### src/rtl/ushift_bus.sv
module ushift_bus #(
  parameter int WIDTH = 8
) (
  input  logic             clk,
  input  logic             clr_n,
  input  logic [1:0]       sel,
  input  logic             ser_lo_in,
  input  logic             ser_hi_in,
  input  logic             oe_a_n,
  input  logic             oe_b_n,
  input  logic [WIDTH-1:0] bus_in,
  output logic [WIDTH-1:0] bus_out,
  output logic             bus_oe,
  output logic             ser_lo_out,
  output logic             ser_hi_out
);
  localparam int MSB = WIDTH - 1;

  logic [WIDTH-1:0] q;

  always_ff @(posedge clk or negedge clr_n) begin
    if (!clr_n) q <= '0;
    else begin
      case (sel)
        2'b01:   q <= {q[MSB-1:0], ser_lo_in};
        2'b10:   q <= {ser_hi_in, q[MSB:1]};
        2'b11:   q <= bus_in;
        default: q <= q;
      endcase
    end
  end

  assign bus_out    = q;
  assign bus_oe     = !oe_a_n && !oe_b_n && (sel != 2'b11);
  assign ser_lo_out = q[0];
  assign ser_hi_out = q[MSB];

  assert_clear_R1: assert property (@(posedge clk) !clr_n |-> bus_out == '0);
  assert_hold_R2: assert property (@(posedge clk) disable iff (!clr_n)
    (sel == 2'b00) |=> $stable(bus_out));
  assert_up_R3: assert property (@(posedge clk) disable iff (!clr_n)
    (sel == 2'b01) |=> bus_out == {$past(bus_out[MSB-1:0]), $past(ser_lo_in)});
  assert_down_R4: assert property (@(posedge clk) disable iff (!clr_n)
    (sel == 2'b10) |=> bus_out == {$past(ser_hi_in), $past(bus_out[MSB:1])});
  assert_load_R5: assert property (@(posedge clk) disable iff (!clr_n)
    (sel == 2'b11) |=> bus_out == $past(bus_in));
  assert_release_R6: assert property (@(posedge clk) disable iff (!clr_n)
    (oe_a_n || oe_b_n || sel == 2'b11) |-> !bus_oe);
endmodule

### config.mk
export PLATFORM = sky130hd
export DESIGN_NAME = ushift_bus
export DESIGN_NICKNAME = d
export VERILOG_FILES = /design/src/rtl/ushift_bus.sv
export SDC_FILE = /design/constraint.sdc
export NUM_CORES = 1
export LEC_CHECK = 0
export BUFFER_PORTS_ARGS = -buffer_cell sky130_fd_sc_hd__buf_2
export CORE_AREA = 2 2 39 41
export DETAILED_ROUTE_END_ITERATION = 10
export DIE_AREA = 0 0 41 43
export HOLD_SLACK_MARGIN = 0.12
export PLACE_DENSITY = 0.59
export SYNTH_ARGS = -nofsm -noshare
export SYNTH_HDL_FRONTEND = slang
export SYNTH_SLANG_ARGS = --single-unit
### constraint.sdc
create_clock -name clk -period 1.6 [get_ports clk]
set_input_delay 0.16 -clock clk [delete_from_list [all_inputs] [get_ports clk]]
set_output_delay 0.16 -clock clk [all_outputs]
set_load 0.05 [all_outputs]
==> results of run 1 <==
==> metrics by stage <==
stage | hold WS, ns | instance area [um^2] | setup WS [ns] | util (%) | power [mW]
floorplan | -0.136 | 430 | 0.400 | - | 0.578
global placement | 0.00904 | 543 | 0.500 | 39.2 | 0.650
detailed placement | 0.0159 | 543 | 0.500 | 39.2 | 0.654
CTS | 0.215 | 576 | 0.507 | 41.6 | 0.814
global route | 0.213 | 576 | 0.461 | 41.6 | 0.854
finish | 0.222 | 576 | 0.522 | 41.6 | 0.801
==> cell families (layout without fill, tap and decap cells) <==
family | Yosys count | count (layout) | share of synthesized area (%)
AOI/OAI and AO/OA | 1 | 1 | 1.77
buffers and inverters | 4 | 30 | 8.82
DFF | 8 | 8 | 47.1
muxes | 8 | 8 | 42.4
==> layout make-up <==
class	instances	area, um^2
well taps	16	20.0
clock buffers	3	22.5
flip-flops and latches	8	200
multi-input cells	9	193
repair buffers	27	140
fillers	134	808
==> worst min-delay path by stage <==
stage                                   endpoint  slack [ns]  cells past startpoint
after floorplan           bus_out[0]$_DFFE_PN0P_       -0.14                      0
after global placement    bus_out[2]$_DFFE_PN0P_       0.009                      1
after detailed placement  bus_out[2]$_DFFE_PN0P_        0.02                      1
after CTS                 bus_out[7]$_DFFE_PN0P_        0.21                      2
after global routing      bus_out[7]$_DFFE_PN0P_        0.21                      2
final                     bus_out[7]$_DFFE_PN0P_        0.22                      2
==> cells in the final DEF (no fill, tap or decap) <==
cell type | Yosys | final
dlygate4sd3_1 | 0 | 1
dfrtp_1 | 8 | 8
a211oi_2 | 0 | 1
buf_2 | 0 | 26
mux4_2 | 8 | 8
clkbuf_4 | 0 | 3
==> Yosys cell counts <==
cell      count  area (um^2)
a211oi_1      1         7.51
buf_6         2         22.5
mux4_2        8          180
buf_4         2         15.0
dfrtp_1       8          200
==> where the power goes <==
| part | internal, mW | leakage [nW] | switching, mW |
|---|---|---|---|
| Sequential | 0.247 | 0.0937 | 0.0401 |
| Combinational | 0.119 | 0.161 | 0.242 |
| Clock | 0.0858 | 0.0138 | 0.0675 |
| Total | 0.452 | 0.268 | 0.349 |
==> routing by layer <==
| layer | vias to the layer above | GRT usage, % | part of all wire (%) |
|---|---|---|---|
| li1 | 138 | - | - |
| met1 | 145 | 15.2 | 41 |
| met2 | 21 | 16.3 | 48 |
| met3 | 0 | 6.81 | 11 |
| met4 | 0 | 10.0 | 0 |
| met5 | - | 0 | 0 |
==> results.sh, run 1 <==
export IMPL_grt_pass1_vias=326
export IMPL_drc=0
export IMPL_ff2ff_setup_slack_ns=0.60
export IMPL_largest_reg_flops=8
export IMPL_ys_types=5
export IMPL_grt_pass1_wl_um=1380
export IMPL_post_drt_via_cell_ratio=4.83
export IMPL_post_cts_buffers=0
export IMPL_coreArea_um2=1380
export IMPL_max_freq_ghz=0.928
export IMPL_hpwlAfterDp_um=645
export IMPL_hold_buffers=1
export IMPL_setup_worst_path_end="bus_out[5]"
export IMPL_grt_total_usage_pct=12.7
export IMPL_fin_setup_tns_ns=0
export IMPL_skew_ns=0.00349
export IMPL_max_cap_violations=0
export IMPL_ff2ff_path_depth=1
export IMPL_critical_path_buf_inv_count=1
export IMPL_cp_depth=1
export IMPL_slew_headroom_pct=81.8
export IMPL_vias=304
export IMPL_num_rows=14
export IMPL_p_per_area_nw_per_um2=1390
export IMPL_cts_tree="built"
export IMPL_cp_required_ns=1.44
export IMPL_grt_max_degree=10
export IMPL_hold_viol=0
export IMPL_min_period_ns=1.08
export IMPL_clk_path_buf_depth=2
export IMPL_syn_cell_area_um2=425
export IMPL_syn_area_per_cell_um2=20.3
export IMPL_antenna_found_initial=0
export IMPL_cts_resized=0
export IMPL_layout_area_overhead_vs_synth_pct=35.3
export IMPL_cp_startpoint="bus_out[5]$_DFFE_PN0P_"
export IMPL_wl_per_cell_um=12.9
export IMPL_rsz0062_at_grt="no"
export IMPL_die_w_um=41
export IMPL_crit_slowest_cell="dfrtp_1"
export IMPL_overflow=0
export IMPL_timing_final_crit_share_pct=67.4
export IMPL_critPathMaxFanout=4
export IMPL_yosysSeqAreaShare_pct=47.1
export IMPL_outcome="finished, final reports clean"
export IMPL_stdcell_count=63
export IMPL_crit_chain="buf_2"
export IMPL_worstSetupEndpointType="output pin"
export IMPL_peakVddDrop_uv=532
export IMPL_worstHoldPathType="input pin to register"
export IMPL_io_pins=27
export IMPL_worst_slew_pin_slew_ns=0.273
export IMPL_ys_warnings_count=0
export IMPL_setup_viol=0
export IMPL_io_buffers=26
export IMPL_dr_pass1_iters=1
export IMPL_start_util_pct=30.7
export IMPL_ant_nets=0
export IMPL_clk_pin_slew_ns=0.06
export IMPL_startpoint_type="register"
export IMPL_synth_nets=37
export IMPL_drtIter0Drc=0
export IMPL_p_leak_nw=0.268
export IMPL_drt_wl_total_um=811
export IMPL_n_antenna_cell=0
export IMPL_nets=65
export IMPL_worst_path_dominant_cell_family="flip-flops"
export IMPL_r2r_end="bus_out[1]$_DFFE_PN0P_"
export IMPL_clk_latency_ns=0.25
export IMPL_yosys_register_bits=8
export IMPL_maxSlewViolCount=0
export IMPL_htree_levels=1
export IMPL_drive_gt1_share_pct=80.9
export IMPL_criticalPathCategory="register to output pin"
export IMPL_critPathMaxStageDelay_ns=0.39
export IMPL_syn_inst=21
export IMPL_dp_cells=59
export IMPL_fp_dieH_um=43
export IMPL_cts_buffers=3
export IMPL_finalWeightedCongestion=0.688
export IMPL_crit_arrival_ns=0.92
export IMPL_dieArea_um2=1760
export IMPL_min_from="bus_in[7]"
export IMPL_r2r_start="bus_out[2]$_DFFE_PN0P_"
export IMPL_clkSinkCount=8
export IMPL_cts_root_buf="clkbuf_4"
(Power assumes the default switching activity.)
==> run 2, diff against run 1 <==
- clock period: 1.6 -> 1.13 ns (I/O delays scaled with it)
==> run 2 against run 1 <==
Against the previous run:
- register-to-register slack worse by 0.48 ns
- final cell count is 1.6% higher
- global-route usage is 0.22 points lower
- hold slack lost 0.043 ns
- non-clock buffer count up 1
- sequential share of layout area rose by 0.66 points
- critical endpoint is now bus_out[1]
- sequential cell count is the same
- clock power grew 41%
- first-iteration DRC count increased by 3
- clock skew is 0.0025 ns lower
- largest cell class unchanged
- utilization increased by 1.3 points
- critical path depth is the same
==> results.sh, run 2 (synthesized netlist as in run 1, its figures left out) <==
export IMPL_cts_root_buf="clkbuf_4"
export IMPL_startpoint_type="register"
export IMPL_min_period_ns=1.01
export IMPL_outcome="finished, final reports clean"
export IMPL_maxSlewViolCount=0
export IMPL_dr_pass1_iters=2
export IMPL_whs_ns=0.179
export IMPL_io_buffers=26
export IMPL_peakVddDrop_uv=610
export IMPL_p_per_area_nw_per_um2=1940
export IMPL_worst_path_dominant_cell_family="flip-flops"
export IMPL_crit_chain="buf_2"
export IMPL_largest_reg_flops=8
export IMPL_ff2ff_path_depth=1
export IMPL_drtIter0Drc=3
export IMPL_io_pins=27
export IMPL_ant_nets=0
export IMPL_coreArea_um2=1380
export IMPL_wl_per_cell_um=13.4
export IMPL_dr_wl_met2_um=403
export IMPL_cts_tree="built"
export IMPL_clk_latency_ns=0.25
export IMPL_grt_pass1_vias=280
export IMPL_layout_area_overhead_vs_synth_pct=39.4
export IMPL_cts_resized=0
export IMPL_cts_buffers=3
export IMPL_holdPathStages=2
export IMPL_max_cap_violations=0
export IMPL_crit_slowest_cell="dfrtp_2"
export IMPL_criticalPathCategory="register to output pin"
export IMPL_finalWeightedCongestion=0.727
export IMPL_p_leak_nw=0.265
export IMPL_fp_dieH_um=43
export IMPL_nets=66
export IMPL_hold_viol=0
export IMPL_clkSinkCount=8
export IMPL_drt_wl_total_um=855
export IMPL_clk_path_buf_depth=2
export IMPL_worst_slew_pin_slew_ns=0.267
export IMPL_critPathMaxFanout=4
export IMPL_n_antenna_cell=0
export IMPL_wl_met1_um=389
export IMPL_fin_setup_tns_ns=0
export IMPL_slew_headroom_pct=82.2
export IMPL_grt_pass1_wl_um=1320
export IMPL_overflow=0
export IMPL_antenna_found_initial=0
export IMPL_vias=315
export IMPL_final_common_cell="buf_2"
export IMPL_critPathMaxStageDelay_ns=0.38
export IMPL_met3WireLength_um=43
export IMPL_timing_final_crit_share_pct=89.4
export IMPL_fillers=132
export IMPL_grt_max_degree=10
export IMPL_grt_total_usage_pct=12.5
export IMPL_num_rows=14
export IMPL_worstSetupEndpointType="output pin"
export IMPL_drc=0
export IMPL_htree_levels=1
export IMPL_cp_depth=1
export IMPL_critical_path_buf_inv_count=1
export IMPL_die_w_um=41
export IMPL_skew_ns=0.000980
export IMPL_drive_gt1_share_pct=97.9
export IMPL_start_util_pct=30.7
export IMPL_post_drt_via_cell_ratio=4.92
export IMPL_highest_layer="met4"
export IMPL_setup_viol=0
export IMPL_rsz0062_at_grt="no"
export IMPL_crit_arrival_ns=0.90
export IMPL_layout_common_cells="26 x buf_2, 8 x mux4_2, 8 x dfrtp_2, 3 x clkbuf_4"
export IMPL_max_freq_ghz=0.989
export IMPL_cp_required_ns=1.02
export IMPL_worstHoldPathType="input pin to register"
export IMPL_clk_pin_slew_ns=0.05
export IMPL_dieArea_um2=1760
[run 2: metrics by stage]
| stage | worst slack, ns | total power [mW] | util, % | instances | instance area [um^2] |
|---|---|---|---|---|---|
| after floorplan | 0.0164 | 0.832 | - | 21 | 440 |
| after global placement | 0.0859 | 0.941 | 40.5 | 60 | 561 |
| after detailed placement | 0.0750 | 0.944 | 40.5 | 60 | 561 |
| after CTS | 0.104 | 1.17 | 42.9 | 64 | 593 |
| after global routing | 0.0782 | 1.21 | 42.9 | 64 | 593 |
| final | 0.119 | 1.15 | 42.9 | 64 | 593 |
[run 2: path summary, 6_finish.rpt]
kind | slack [ns] | start | endpoint
hold reg to reg | 0.62 | bus_out[2]$_DFFE_PN0P_ | bus_out[3]$_DFFE_PN0P_
setup reg to reg | 0.12 | bus_out[3]$_DFFE_PN0P_ | bus_out[2]$_DFFE_PN0P_
max in group asynchronous | 0.71 | clr_n | bus_out[3]$_DFFE_PN0P_
hold / removal | 0.18 | bus_in[6] | bus_out[6]$_DFFE_PN0P_
setup / recovery | 0.12 | bus_out[1]$_DFFE_PN0P_ | bus_out[1]
min in group asynchronous | 0.24 | clr_n | bus_out[4]$_DFFE_PN0P_
[run 2: area by class of cell]
type                    instances  area [um^2]  share of cell area (%)
clock buffers                   3         22.5                    3.80
multi-input cells               9          193                    32.5
flip-flops and latches          8          210                    35.4
well taps                      16         20.0                    3.38
repair buffers                 28          148                    24.9
[run 2: what timing repair did]
action,CTS,global route
endpoints found under the hold margin,8,0
hold buffers,1,0
setup buffers,0,0
[run 2: power by group]
part / internal (mW) / switching [mW]
registers: 0.361 / 0.0600
logic: 0.172 / 0.343
clock network: 0.121 / 0.0941
total: 0.654 / 0.497
[run 2: layer usage]
metal  vias up  global-route usage (%)
li1        145                       -
met1       154                    17.3
met2        14                    14.1
met3         2                    4.71
met4         0                    12.0
met5         -                       0
